[src/rtl/movcore_pkg.sv]
package movcore_pkg;
   typedef enum logic [1:0] {
      ST_FSRC = 2'd0,
      ST_FDST = 2'd1,
      ST_RDAT = 2'd2,
      ST_EXEC = 2'd3
   } mc_state_e;
endpackage

[src/rtl/movcore_seq.sv]
module movcore_seq
   import movcore_pkg::*;
(
   input  logic      clk,
   input  logic      rst_n,
   output mc_state_e state
);
   mc_state_e nxt;

   always_comb begin
      unique case (state)
         ST_FSRC: nxt = ST_FDST;
         ST_FDST: nxt = ST_RDAT;
         ST_RDAT: nxt = ST_EXEC;
         default: nxt = ST_FSRC;
      endcase
   end

   always_ff @(posedge clk or negedge rst_n) begin
      if (!rst_n) state <= ST_FSRC;
      else        state <= nxt;
   end

   // fixed state order
   p_exec_wraps_r2: assert property (@(posedge clk) disable iff (!rst_n)
      state == ST_EXEC |=> state == ST_FSRC);
   p_fsrc_then_fdst_r2: assert property (@(posedge clk) disable iff (!rst_n)
      state == ST_FSRC |=> state == ST_FDST);
endmodule

[src/rtl/movcore_opreg.sv]
module movcore_opreg
   import movcore_pkg::*;
#(
   parameter int W = 16
)(
   input  logic         clk,
   input  logic         rst_n,
   input  mc_state_e    state,
   input  logic [W-1:0] rdata,
   output logic [W-1:0] src,
   output logic [W-1:0] dst
);
   // The word read in FSRC comes back during FDST; the word read in FDST during RDAT.
   always_ff @(posedge clk or negedge rst_n) begin
      if (!rst_n) begin
         src <= '0;
         dst <= '0;
      end else begin
         if (state == ST_FDST) src <= rdata;
         if (state == ST_RDAT) dst <= rdata;
      end
   end

   // the source operand is stable while the data read uses it
   p_src_hold_r3: assert property (@(posedge clk) disable iff (!rst_n)
      state == ST_EXEC |-> $stable(src));
endmodule

[src/rtl/movcore_pc.sv]
module movcore_pc
   import movcore_pkg::*;
#(
   parameter int          W          = 16,
   parameter logic [W-1:0] START_ADDR = '0
)(
   input  logic         clk,
   input  logic         rst_n,
   input  mc_state_e    state,
   input  logic         jump,
   input  logic [W-1:0] ld_val,
   output logic [W-1:0] pc
);
   localparam logic [W-1:0] STEP = W'(2);

   always_ff @(posedge clk or negedge rst_n) begin
      if (!rst_n)                 pc <= START_ADDR;
      else if (state == ST_EXEC)  pc <= jump ? ld_val : pc + STEP;
   end

   // a plain move advances by two words
   p_pc_step_r6: assert property (@(posedge clk) disable iff (!rst_n)
      (state == ST_EXEC && !jump) |=> pc == $past(pc) + STEP);
   // a jump loads the read word with no increment
   p_pc_jump_r5: assert property (@(posedge clk) disable iff (!rst_n)
      (state == ST_EXEC && jump) |=> pc == $past(ld_val));
   // pc holds steady outside the execute state
   p_pc_hold_r2: assert property (@(posedge clk) disable iff (!rst_n)
      (state != ST_EXEC) |=> pc == $past(pc));
endmodule

[src/rtl/movcore.sv]
module movcore
   import movcore_pkg::*;
#(
   parameter int          W          = 16,
   parameter logic [W-1:0] START_ADDR = W'(16)
)(
   input  logic         clk,
   input  logic         rst_n,
   output logic [W-1:0] bus_addr,
   output logic [W-1:0] bus_wdata,
   input  logic [W-1:0] bus_rdata,
   output logic         bus_rd,
   output logic         bus_wr,
   output logic [W-1:0] dbg_pc,
   output logic [1:0]   dbg_state,
   output logic         dbg_retire
);
   localparam logic [W-1:0] ONE = W'(1);

   generate
      if (W < 2) begin : g_bad_width
         $error("movcore: W must be at least 2");
      end
   endgenerate

   mc_state_e    state;
   logic [W-1:0] pc, src, dst;
   logic         jump;

   movcore_seq u_seq (
      .clk   (clk),
      .rst_n (rst_n),
      .state (state)
   );

   movcore_opreg #(.W(W)) u_ops (
      .clk   (clk),
      .rst_n (rst_n),
      .state (state),
      .rdata (bus_rdata),
      .src   (src),
      .dst   (dst)
   );

   assign jump = (dst == '0);

   movcore_pc #(.W(W), .START_ADDR(START_ADDR)) u_pc (
      .clk    (clk),
      .rst_n  (rst_n),
      .state  (state),
      .jump   (jump),
      .ld_val (bus_rdata),
      .pc     (pc)
   );

   always_comb begin
      bus_rd    = 1'b1;
      bus_wr    = 1'b0;
      bus_addr  = pc;
      bus_wdata = bus_rdata;
      unique case (state)
         ST_FSRC: bus_addr = pc;
         ST_FDST: bus_addr = pc + ONE;
         ST_RDAT: bus_addr = src;
         default: begin
            bus_rd   = 1'b0;
            bus_wr   = !jump;
            bus_addr = jump ? '0 : dst;
         end
      endcase
   end

   assign dbg_pc     = pc;
   assign dbg_state  = state;
   assign dbg_retire = (state == ST_EXEC);

   // strobes are exclusive
   p_strobe_excl_r7: assert property (@(posedge clk) disable iff (!rst_n)
      !(bus_rd && bus_wr));
   // no write when the destination operand is zero
   p_jump_nowrite_r5: assert property (@(posedge clk) disable iff (!rst_n)
      (dbg_retire && dst == '0) |-> !bus_wr);
   // retire never lasts two cycles
   p_retire_single_r8: assert property (@(posedge clk) disable iff (!rst_n)
      dbg_retire |=> !dbg_retire);
   // the destination fetch follows the source fetch at the next word
   p_fetch_seq_r3: assert property (@(posedge clk) disable iff (!rst_n)
      (state == ST_FSRC) |=> bus_addr == $past(bus_addr) + ONE);
endmodule

[config.mk]
export PLATFORM = sky130hd
export DESIGN_NAME = movcore
export DESIGN_NICKNAME = d
export VERILOG_FILES = /design/src/rtl/movcore_pkg.sv /design/src/rtl/movcore_seq.sv /design/src/rtl/movcore_opreg.sv /design/src/rtl/movcore_pc.sv /design/src/rtl/movcore.sv
export SDC_FILE = /design/constraint.sdc
export NUM_CORES = 1
export LEC_CHECK = 0
export BUFFER_PORTS_ARGS = -buffer_cell sky130_fd_sc_hd__buf_4
export CAP_MARGIN = 20
export CORE_ASPECT_RATIO = 1.1
export CORE_MARGIN = 8
export CORE_UTILIZATION = 50
export DETAILED_ROUTE_END_ITERATION = 16
export PLACE_DENSITY = 0.77
export SYNTH_ARGS = -nofsm -noshare
export SYNTH_HDL_FRONTEND = slang
export SYNTH_SLANG_ARGS = --single-unit
[constraint.sdc]
create_clock -name clk -period 1.6 [get_ports clk]
set_input_delay 0.16 -clock clk [delete_from_list [all_inputs] [get_ports clk]]
set_output_delay 0.16 -clock clk [all_outputs]
set_load 0.005 [all_outputs]
==> results of run 1 <==
==> per-layer routing <==
layer  vias to the layer above  wire length, µm  share of wire (%)  track usage [%]
met5                         -                0                  0                0
met2                       306             6190                 48             39.6
met4                         0              764                5.9             14.5
met1                      1774             4810                 37             27.5
met3                        87             1200                9.3             5.19
li1                       1503                -                  -                -
==> Yosys cell counts, types with 8 or more instances <==
cell type                    n
sky130_fd_sc_hd__nand4_1     8
sky130_fd_sc_hd__a221oi_1   10
sky130_fd_sc_hd__nor3_1     15
sky130_fd_sc_hd__o21ai_0    16
sky130_fd_sc_hd__dfrtp_1    49
sky130_fd_sc_hd__nand2_1    19
sky130_fd_sc_hd__clkbuf_1    9
sky130_fd_sc_hd__buf_4      24
sky130_fd_sc_hd__inv_1      14
sky130_fd_sc_hd__nand3_1     9
sky130_fd_sc_hd__mux2_2     33
sky130_fd_sc_hd__mux2i_1     9
sky130_fd_sc_hd__a2bb2oi_1  11
sky130_fd_sc_hd__nor2_1     10
==> cells in the final DEF (no fill, tap or decap), drive strengths merged, types with 11 or more instances in the layout <==
master / synthesis / final
nand4: 11 / 11
nor3: 16 / 16
o21ai: 21 / 21
nand2: 19 / 19
a2bb2oi: 11 / 11
inv: 15 / 16
dfrtp: 49 / 49
mux2: 33 / 33
buf: 35 / 168
==> state kept, by name, summed over array words and instances, names as in the netlist <==
signal / count
u_ops.dst: 16
u_ops.src: 16
u_pc.pc: 16
u_seq.state: 2
==> through the flow <==
stage / area (µm²) / hold WS, ns / power (mW) / utilization [%]
after floorplan: 3390 / -0.136 / 1.47 / -
after global placement: 4280 / 0.220 / 1.61 / 65.6
after detailed placement: 4280 / 0.227 / 1.62 / 65.6
after CTS: 4730 / 0.0783 / 2.40 / 72.6
after global routing: 5030 / 0.102 / 2.52 / 77.2
final: 5030 / 0.0870 / 2.44 / 77.2
==> power by group through the flow <==
| stage | registers [mW] | logic [mW] | clock network [mW] |
|---|---|---|---|
| 2_1_floorplan | 1.36 | 0.111 | 0 |
| 3_3_place_gp | 1.37 | 0.248 | 0 |
| 3_5_place_dp | 1.37 | 0.254 | 0 |
| 4_1_cts | 1.35 | 0.262 | 0.793 |
| 5_1_grt | 1.36 | 0.303 | 0.863 |
| 6_report | 1.35 | 0.285 | 0.806 |
==> kinds of logic after synthesis <==
kind of cell	after synthesis	share of synthesized area, %
compound gates	82	18.8
buf+inv	61	10.6
mux	42	13.8
fa+ha+maj	7	2.62
flops	50	37.5
simple gates	88	15.8
xor+xnor	3	0.788
==> worst register-to-register path: cells and delay by family (launching register included) <==
family	cells	cell delay, ns
AOI/OAI and AO/OA	2	0.40
DFF	1	0.44
and+or+nand+nor	2	0.56
buffers and inverters	2	0.34
==> path summary, 6_finish.rpt <==
check	startpoint	to	slack, ns
max in group asynchronous	rst_n	u_pc.pc[6]	0.67
worst max register to register	u_ops.dst[3]	u_pc.pc[9]	-0.26
min in group asynchronous	rst_n	u_ops.dst[4]	0.44
worst min register to register	u_ops.src[8]	u_ops.src[8]	0.52
worst min-delay path	bus_rdata[1]	u_ops.dst[1]	0.09
worst max-delay path	u_pc.pc[2]	bus_addr[11]	-0.61
==> final cells by class <==
| type | instances | area (µm²) | area share, % |
|---|---|---|---|
| multi-input combinational | 222 | 2130 | 42.4 |
| timing repair buffer | 169 | 1380 | 27.4 |
| sequential | 50 | 1260 | 25.1 |
| clock buffer | 5 | 68.8 | 1.37 |
| tap | 82 | 103 | 2.04 |
| clock inverter | 3 | 25.0 | 0.498 |
| inverter | 15 | 58.8 | 1.17 |
==> repair_timing <==
item | in CTS | in global routing
cloned | 1 | 0
hold buffers | 1 | 0
endpoints found under the setup margin | 32 | 34
pin swaps | 48 | 21
buffers inserted | 10 | 10
endpoints found under the hold margin | 49 | 0
gates resized for setup | 77 | 45
==> impl_summary.log, run 1 <==
[metrics] # placed instances: 517
[metrics] largest net degree at the start of global routing: 51
[metrics] critical-path maximum fanout: 7
[metrics] count of standard-cell rows: 31
[metrics] Mapped Cells: 333
[metrics] Final Hold Violating Endpoints: 0
[metrics] most area-hungry cell type in the Yosys netlist: sky130_fd_sc_hd__dfrtp_1
[metrics] worst slack, placed: -0.170 ns
[metrics] Die Span Y: 102 µm
[metrics] effective utilization at floorplan: 51.2%
[metrics] initial antenna violation count: 0
[metrics] nature of the critical path endpoint: primary output
[metrics] synth top area cells: sky130_fd_sc_hd__dfrtp_1, sky130_fd_sc_hd__mux2_2, sky130_fd_sc_hd__buf_4
[metrics] Horiz. Die Dim: 93.9 µm
[metrics] unrepaired setup endpoints after global routing: yes
[metrics] worst supply voltage drop on vdd: 360 µV
[metrics] aggregate routed wire length: 13.0 mm
[metrics] flip-flop and latch count after synthesis: 50
[metrics] number of buffer and inverter stages on the critical path: 2
[metrics] dpl hpwl: 7.53 mm
[metrics] Crit-path slowest cell: sky130_fd_sc_hd__dfrtp_1
[metrics] H-tree level count: 2
[metrics] share of flip-flops with an asynchronous set or reset: 100%
[metrics] via count of the routed design: 3670
[metrics] worst path setup slack after routing: -0.611 ns
[metrics] CP Depth: 7
[metrics] post-layout minimum cycle time: 2.21 ns
[metrics] area growth from synthesis to layout: 50.7%
[metrics] Syn Std Cell Area: 3340 µm²
[metrics] total iterations of the first detailed-routing run: 6
[metrics] max_cap viols: 0
[metrics] slew at the pin closest to its max-slew limit: 0.672 ns
[metrics] routed length per instance: 23.8 µm
[metrics] longest individual stage delay on the worst path: 0.47 ns
[metrics] number of buffers created by CTS: 5
[metrics] mean cell area of the mapped netlist: 10.0 µm²
[metrics] Arrival @ worst endpoint: 2.05 ns
[metrics] Core Footprint: 6520 µm²
[metrics] required time of the critical path: 1.44 ns
[metrics] DRC: 0
[metrics] final-layout fill cell count: 375
[metrics] final critical-path share of the clock period: 138%
[metrics] switch share: 27.4%
[metrics] buffers from clock root to sink, at most: 2
[metrics] setup clock skew after layout: 0.0187 ns
[metrics] GRT Residual Overflow: 0
[metrics] CP Cell Sequence: ha_4, nand4_1, buf_6, o31a_1, o21ai_1, a2bb2oi_1, buf_4
[metrics] reg2reg path depth: 6
[metrics] Starting DRT DRC Count: 542
[metrics] total power density per cell area: 486 nW/µm²
[metrics] Clock Tree Root: sky130_fd_sc_hd__clkbuf_8
[metrics] predominant post-synthesis flop cell: sky130_fd_sc_hd__dfrtp_1
[metrics] count of final setup violators: 33
[metrics] first-pass GRT wire length: 18.2 mm
[metrics] fraction of final layout cells sized beyond drive strength 1: 64.7%
[metrics] Clk pin slew, worst setup/hold paths: 0.12 ns
[metrics] Slew Limit Headroom: 55.2%
[metrics] antenna-violating nets left: 0
[metrics] cell family contributing the most delay on the critical path: compound AO/OA/AOI/OAI gates
[metrics] clock network power share: 33.0%
[metrics] Comb power frac: 11.7%
[metrics] worst skew pair latency: 0.32 ns
[metrics] final slew viol count: 0
[metrics] CTS tree: built
[metrics] WHS Path Cells: 3
[metrics] Ant. Diodes: 0
[metrics] Seq pwr share: 55.3%
[metrics] cell leakage power: 2.19 nW
[metrics] # port buffers: 70
[metrics] outcome: complete, but fails checks
[metrics] internal power of the cells: 1.77 mW
[metrics] global-route total usage across every layer: 23.9%
[metrics] vias in the first global route: 3613
[metrics] summed negative setup slack over all endpoints: -10.88 ns
[metrics] Sinks on Clock Net: 50
[metrics] switching power total: 0.670 mW
[metrics] crit start category: register
[metrics] number of standard cells in the layout, taps in and fillers out: 546
[metrics] share of the synthesized area in the top cell type: 36.7%
[metrics] last weighted congestion value of the routability-driven placer: 0.930
[metrics] number of synthesis warnings: 0
[metrics] worst min path class: in2reg
[metrics] sequential share of the synthesized area: 37.5%
[metrics] DIE AREA: 9550 µm²
[metrics] Worst Path Class, Setup: reg2out
[metrics] count of nets after finishing: 488
[metrics] violated checks: negative setup slack
[metrics] number of enable flip-flop cells after synthesis: 0
[metrics] I/O pin count: 71
[metrics] number of vias per cell: 6.72
[metrics] Post-Syn Nets: 358
[metrics] Max Freq: 452 MHz
[metrics] unique cell type count in the Yosys netlist: 58
Note: power is estimated with default switching activity, not from simulation.
==> run 2: changes to the inputs <==
PLACE_DENSITY = 0.88   (was 0.77)
==> run 2 against run 1 <==
Against the previous run: the flow still finishes with violations (negative setup slack); sequential share of layout area fell by 0.98 points; sequential cell count did not move; final area increased by 4.6%; global-route usage rose by 5.6 points; critical path depth shrank 1; count of clock-buffer cells in the layout increased by 1; cell count increased by 2.4%; via count is 10% higher; register-to-register slack worse by 0.03 ns; clock skew fell by 0.0045 ns.
==> impl_summary.log, run 2 (synthesized netlist as in run 1, its figures left out) <==
[metrics] Horiz. Die Dim: 93.9 µm (unchanged)
[metrics] count of nets after finishing: 501 (+2.7%)
[metrics] post-layout minimum cycle time: 2.29 ns (+0.0789 ns)
[metrics] violated checks: negative setup slack
[metrics] required time of the critical path: 1.44 ns (about the same)
[metrics] worst path setup slack after routing: -0.690 ns (-0.0789 ns)
[metrics] Arrival @ worst endpoint: 2.13 ns (+0.08 ns)
[metrics] fraction of final layout cells sized beyond drive strength 1: 66.5% (+1.8 points)
[metrics] Die Span Y: 102 µm (unchanged)
[metrics] final-layout fill cell count: 312 (-17%)
[metrics] most frequent cells in the layout: sky130_fd_sc_hd__buf_4, sky130_fd_sc_hd__dfrtp_1, sky130_fd_sc_hd__mux2_2
[metrics] nature of the critical path endpoint: primary output
[metrics] commonest non-fill, non-tap cell in the layout: sky130_fd_sc_hd__buf_4
[metrics] largest net degree at the start of global routing: 51 (unchanged)
[metrics] power consumption: 2.61 mW (+7.0%)
[metrics] setup clock skew after layout: 0.0142 ns (-0.00454 ns)
[metrics] outcome: complete, but fails checks
[metrics] antenna-violating nets left: 0 (unchanged)
[metrics] final critical-path share of the clock period: 143% (+4.9 points)
[metrics] worst min path class: in2reg
[metrics] DRC: 0 (unchanged)
[metrics] Sinks on Clock Net: 50 (unchanged)
[metrics] initial antenna violation count: 0 (unchanged)
[metrics] max_cap viols: 0 (unchanged)
[metrics] GRT Residual Overflow: 0 (unchanged)
[metrics] H-tree level count: 2 (unchanged)
[metrics] unrepaired setup endpoints after global routing: yes
[metrics] Clk pin slew, worst setup/hold paths: 0.11 ns (about the same)
[metrics] Clock Tree Root: sky130_fd_sc_hd__clkbuf_8
[metrics] number of buffers created by CTS: 5 (unchanged)
[metrics] last weighted congestion value of the routability-driven placer: 0.938 (+0.86%)
[metrics] count of final setup violators: 39 (+18%)
[metrics] crit start category: register
[metrics] aggregate routed wire length: 16.3 mm (+26%)
[metrics] Starting DRT DRC Count: 544 (+0.37%)
[metrics] slew at the pin closest to its max-slew limit: 0.659 ns (-0.0126 ns)
[metrics] area growth from synthesis to layout: 57.6%
[metrics] longest individual stage delay on the worst path: 0.45 ns (-0.02 ns)
[metrics] # placed instances: 529 (+2.3%)
[metrics] dpl hpwl: 8.00 mm (+6.3%)
[metrics] CTS tree: built
[metrics] first-pass GRT wire length: 21.7 mm (+20%)
[metrics] critical-path maximum fanout: 10 (+3)
[metrics] cell family contributing the most delay on the critical path: simple AND/OR/NAND/NOR gates
[metrics] Crit-path slowest cell: sky130_fd_sc_hd__dfrtp_2
[metrics] Final Hold Violating Endpoints: 0 (unchanged)
[metrics] I/O pin count: 71 (unchanged)
[metrics] worst skew pair latency: 0.33 ns (about the same)
[metrics] Ant. Diodes: 0 (unchanged)
[metrics] CP Depth: 6 (-1)
[metrics] number of buffer and inverter stages on the critical path: 2 (unchanged)
[metrics] DIE AREA: 9550 µm² (unchanged)
[metrics] Worst Path Class, Setup: reg2out
[metrics] vias in the first global route: 3888 (+7.6%)
[metrics] Largest regs: u_ops.dst x16, u_ops.src x16, u_pc.pc x16
[metrics] Max Freq: 437 MHz (-3.4%)
[metrics] # port buffers: 70 (unchanged)
[metrics] total power density per cell area: 497 nW/µm² (+2.3%)
[metrics] Final Instance Area: 5260 µm² (+4.6%)
[metrics] number of standard cells in the layout, taps in and fillers out: 559 (+2.4%)
[metrics] count of standard-cell rows: 31 (unchanged)
[metrics] routed length per instance: 29.2 µm (+23%)
[metrics] number of vias per cell: 7.24 (+7.8%)
[metrics] cell leakage power: 2.29 nW (+4.8%)
[metrics] global-route total usage across every layer: 29.6% (+5.6 points)
[metrics] buffers from clock root to sink, at most: 2 (unchanged)
[metrics] WHS Path Cells: 2 (-1)
[metrics] effective utilization at floorplan: 51.2% (unchanged)
[metrics] reg2reg path depth: 7 (+1)
[metrics] via count of the routed design: 4049 (+10%)
[metrics] cell area after placement: 4370 µm² (+2.1%)
[metrics] final slew viol count: 0 (unchanged)
[metrics] Core Footprint: 6520 µm² (unchanged)
[metrics] most frequent cell on the critical path: sky130_fd_sc_hd__buf_4
[metrics] worst supply voltage drop on vdd: 515 µV (+43%)
[metrics] total iterations of the first detailed-routing run: 8 (+2)
[metrics] CP Cell Sequence: buf_4, nand4_1, nor4_1, o21ai_1, a2bb2oi_1, buf_4
[metrics] Slew Limit Headroom: 56.1% (+0.84 points)
-- run 2: power by group --
group	switching (mW)	internal, mW
Clock	0.487	0.468
Sequential	0.0529	1.31
Combinational	0.148	0.151
-- run 2: what timing repair did --
| item | CTS | global route |
|---|---|---|
| cloned | 1 | 1 |
| setup buffers | 15 | 5 |
| pin swaps | 29 | 26 |
| resized for setup | 80 | 60 |
| endpoints found under the hold margin | 49 | 0 |
| hold buffers | 1 | 0 |
| endpoints found under the setup margin | 33 | 39 |
-- run 2: worst paths after layout --
check                        startpoint  slack [ns]            to
min in group asynchronous         rst_n        0.42    u_pc.pc[2]
max reg2reg                u_ops.dst[0]       -0.29    u_pc.pc[4]
max                          u_pc.pc[2]       -0.69  bus_addr[12]
min                        bus_rdata[6]        0.09  u_ops.src[6]
max in group asynchronous         rst_n        0.70    u_pc.pc[9]
min reg2reg                u_ops.src[3]        0.54  u_ops.src[3]
-- run 2: metrics by stage --
stage | hold WS [ns] | TNS (ns) | util, % | setup WS, ns
finish | 0.0935 | -12.10 | 80.7 | -0.690
global route | 0.104 | -13.29 | 80.7 | -0.679
CTS | 0.0825 | -8.71 | 76.3 | -0.445
detailed placement | 0.227 | -2.93 | 67.0 | -0.183
global placement | 0.221 | -1.80 | 67.0 | -0.165
floorplan | -0.136 | -0.153 | - | -0.0621
-- run 2: layout make-up --
type	count	area, µm²	area share (%)
inverters	15	61.3	1.17
multi-input cells	222	2190	41.6
clock inverters	2	37.5	0.714
flip-flops and latches	50	1270	24.1
clock buffers	6	72.6	1.38
well taps	82	103	1.95
repair buffers	182	1530	29.1
-- run 2: worst reg2reg max path, stage by stage, from the launching register on --
cell and delay [ns]:
sky130_fd_sc_hd__dfrtp_1 0.42, sky130_fd_sc_hd__nor4_2 0.32, sky130_fd_sc_hd__buf_4 0.19, sky130_fd_sc_hd__buf_6 0.10, sky130_fd_sc_hd__nand4_4 0.15, sky130_fd_sc_hd__buf_12 0.21, sky130_fd_sc_hd__mux2i_2 0.33, sky130_fd_sc_hd__a2bb2oi_2 0.10
-- run 2: per-layer routing --
metal / global-route usage [%] / wire [µm] / vias up / part of all wire, %
met5: 0 / 0 / - / 0
met4: 14.4 / 1260 / 0 / 7.7
met3: 6.23 / 2030 / 140 / 12
met2: 49.1 / 7470 / 447 / 46
met1: 35.4 / 5540 / 1934 / 34
li1: - / - / 1528 / -
==> run 3: changes to the inputs <==
CORE_UTILIZATION = 51   (was 50)
CTS_BUF_LIST = sky130_fd_sc_hd__clkbuf_2 sky130_fd_sc_hd__clkbuf_4 sky130_fd_sc_hd__clkbuf_8   (was not set)
PLACE_DENSITY = 0.89   (was 0.88)
==> run 3 against run 2 <==
Against the previous run: the run still ends with negative setup slack left; sequential share of layout area is 0.25 points lower; clock skew is 0.0057 ns lower; non-clock buffer count is 6 higher; critical path depth stayed put; fmax is 1.4% lower.
==> impl_summary.log, run 3 (synthesized netlist as in run 1, its figures left out) <==
[metrics] count of final setup violators: 34 (-13%)
[metrics] # placed instances: 533 (+0.76%)
[metrics] amount of wire on met3 after detailed routing: 2.17 mm (+6.5%)
[metrics] final-layout fill cell count: 278 (-11%)
[metrics] antenna-violating nets left: 0 (unchanged)
[metrics] outcome: complete, but fails checks
[metrics] worst setup path startpoint: u_pc.pc[4]
[metrics] first-pass GRT wire length: 21.1 mm (-2.7%)
[metrics] crit start category: register
[metrics] area growth from synthesis to layout: 58.1%
[metrics] DIE AREA: 9390 µm² (-1.6%)
[metrics] number of buffers created by CTS: 5 (unchanged)
[metrics] dpl hpwl: 8.02 mm (+0.29%)
[metrics] via count of the routed design: 3955 (-2.3%)
[metrics] routed metal-1 wirelength: 5.30 mm (-4.4%)
[metrics] Worst Path Class, Setup: reg2out
[metrics] source of the worst hold timing path: bus_rdata[4]
[metrics] total iterations of the first detailed-routing run: 5 (-3)
[metrics] unrepaired setup endpoints after global routing: yes
[metrics] Ant. Diodes: 0 (unchanged)
[metrics] Core Footprint: 6480 µm² (-0.60%)
[metrics] CTS tree: built
[metrics] slew at the pin closest to its max-slew limit: 0.665 ns (+0.00561 ns)
[metrics] number of vias per cell: 7.00 (-3.4%)
[metrics] global-route total usage across every layer: 28.6% (-1.0 points)
[metrics] Largest regs: u_ops.dst x16, u_ops.src x16, u_pc.pc x16
[metrics] DRC: 0 (unchanged)
[metrics] summed negative setup slack over all endpoints: -11.29 ns (+0.813 ns)
[metrics] count of standard-cell rows: 31 (unchanged)
[metrics] commonest non-fill, non-tap cell in the layout: sky130_fd_sc_hd__buf_4
[metrics] fraction of final layout cells sized beyond drive strength 1: 65.4% (-1.0 points)
[metrics] Max Freq: 431 MHz (-1.4%)
[metrics] final slew viol count: 0 (unchanged)
[metrics] most frequent cells in the layout: sky130_fd_sc_hd__buf_4, sky130_fd_sc_hd__dfrtp_1, sky130_fd_sc_hd__mux2_2
[metrics] final critical-path share of the clock period: 145% (+2.0 points)
[metrics] uppermost layer routed: met4
[metrics] largest net degree at the start of global routing: 51 (unchanged)
[metrics] worst supply voltage drop on vdd: 371 µV (-28%)
[metrics] Horiz. Die Dim: 93.1 µm (-0.81%)
[metrics] Die Span Y: 101 µm (-0.83%)
[metrics] met2 routed WL: 6.99 mm (-6.5%)
[metrics] setup clock skew after layout: 0.00841 ns (-0.00575 ns)
[metrics] critical-path maximum fanout: 6 (-4)
[metrics] post-layout minimum cycle time: 2.32 ns (+0.0323 ns)
[metrics] aggregate routed wire length: 15.7 mm (-3.6%)
[metrics] worst path setup slack after routing: -0.722 ns (-0.0323 ns)
[metrics] required time of the critical path: 1.44 ns (about the same)
[metrics] worst skew pair latency: 0.31 ns (-0.02 ns)
[metrics] power consumption: 2.49 mW (-4.7%)
[metrics] worst min path class: in2reg
[metrics] violated checks: negative setup slack
[metrics] nature of the critical path endpoint: primary output
[metrics] startpoint of the worst register-to-register path: u_pc.pc[3]
[metrics] last weighted congestion value of the routability-driven placer: 0.938 (about the same)
[metrics] Clock Tree Root: sky130_fd_sc_hd__clkbuf_8
[metrics] number of standard cells in the layout, taps in and fillers out: 565 (+1.1%)
[metrics] max_cap viols: 0 (unchanged)
[metrics] Arrival @ worst endpoint: 2.16 ns (+0.03 ns)
[metrics] Sinks on Clock Net: 50 (unchanged)
[metrics] # port buffers: 70 (unchanged)
[metrics] I/O pin count: 71 (unchanged)
[metrics] GRT Residual Overflow: 0 (unchanged)
[metrics] vias in the first global route: 3898 (+0.26%)
[metrics] cell leakage power: 2.30 nW (+0.29%)
[metrics] effective utilization at floorplan: 51.5% (+0.31 points)
[metrics] buffers from clock root to sink, at most: 2 (unchanged)
[metrics] Clk pin slew, worst setup/hold paths: 0.10 ns (about the same)
[metrics] Slew Limit Headroom: 55.7% (-0.37 points)
[metrics] Starting DRT DRC Count: 748 (+38%)
[metrics] total power density per cell area: 472 nW/µm² (-5.0%)
[metrics] count of nets after finishing: 507 (+1.2%)
[metrics] routed length per instance: 27.8 µm (-4.6%)
[metrics] H-tree level count: 2 (unchanged)
[metrics] initial antenna violation count: 0 (unchanged)
[metrics] Final Hold Violating Endpoints: 0 (unchanged)
-- run 3: cell types whose count changed in the layout (fill, tap and decap cells not counted), sizes merged --
| cell | change |
|---|---|
| clkbuf | +1 |
| inv | +1 |
| bufinv | -1 |
| buf | +5 |
-- run 3: worst paths after layout --
check                           endpoint  slack, ns  depth (start not counted)
max                          bus_addr[9]      -0.72                          6
min                         u_ops.dst[4]       0.11                          2
max reg2reg                  u_pc.pc[14]      -0.36                          6
min reg2reg                u_ops.src[14]       0.54                          1
max in group asynchronous     u_pc.pc[6]       0.69                          2
min in group asynchronous   u_ops.dst[0]       0.40                          2
-- run 3: cell type report --
type                    count  area [µm²]  share of cell area [%]
clock buffers               6        82.6                    1.57
inverters                  15        71.3                    1.35
clock inverters             2        16.3                   0.308
multi-input cells         222        2160                    40.9
repair buffers            188        1590                    30.1
flip-flops and latches     50        1260                    23.8
well taps                  82         103                    1.94
-- run 3: metrics by stage --
stage | setup slack (ns) | utilization [%] | instance area (µm²) | hold WS [ns]
3_5_place_dp | -0.167 | 68.6 | 4450 | 0.232
3_3_place_gp | -0.126 | 68.6 | 4450 | 0.218
5_1_grt | -0.773 | 81.5 | 5280 | 0.110
2_1_floorplan | -0.0621 | - | 3390 | -0.136
4_1_cts | -0.448 | 76.5 | 4950 | 0.0918
6_report | -0.722 | 81.5 | 5280 | 0.108
-- run 3: where the power goes --
part	switching [mW]	leakage [nW]	internal [mW]
Combinational	0.149	1.69	0.154
Sequential	0.0477	0.565	1.31
Clock	0.476	0.0478	0.358
Total	0.673	2.30	1.82
-- run 3: critical path, cell delays in order (launching register included) --
cell	delay, ns
sky130_fd_sc_hd__dfstp_2	0.65
sky130_fd_sc_hd__nand4_1	0.22
sky130_fd_sc_hd__buf_6	0.21
sky130_fd_sc_hd__o21a_1	0.24
sky130_fd_sc_hd__o21ai_2	0.29
sky130_fd_sc_hd__a2bb2oi_2	0.09
sky130_fd_sc_hd__buf_4	0.15
-- run 3: routing by layer --
layer | up-vias | track usage (%)
li1 | 1535 | -
met1 | 1810 | 34.8
met2 | 464 | 46.4
met3 | 146 | 5.22
met4 | 0 | 15.9
met5 | - | 0
-- run 3: what timing repair did --
action,4_1_cts,5_1_grt
resized for setup,77,48
endpoints found under the hold margin,49,0
hold buffers,1,0
setup buffers,12,13
pin swaps,26,27
endpoints found under the setup margin,36,34
gates cloned,2,1
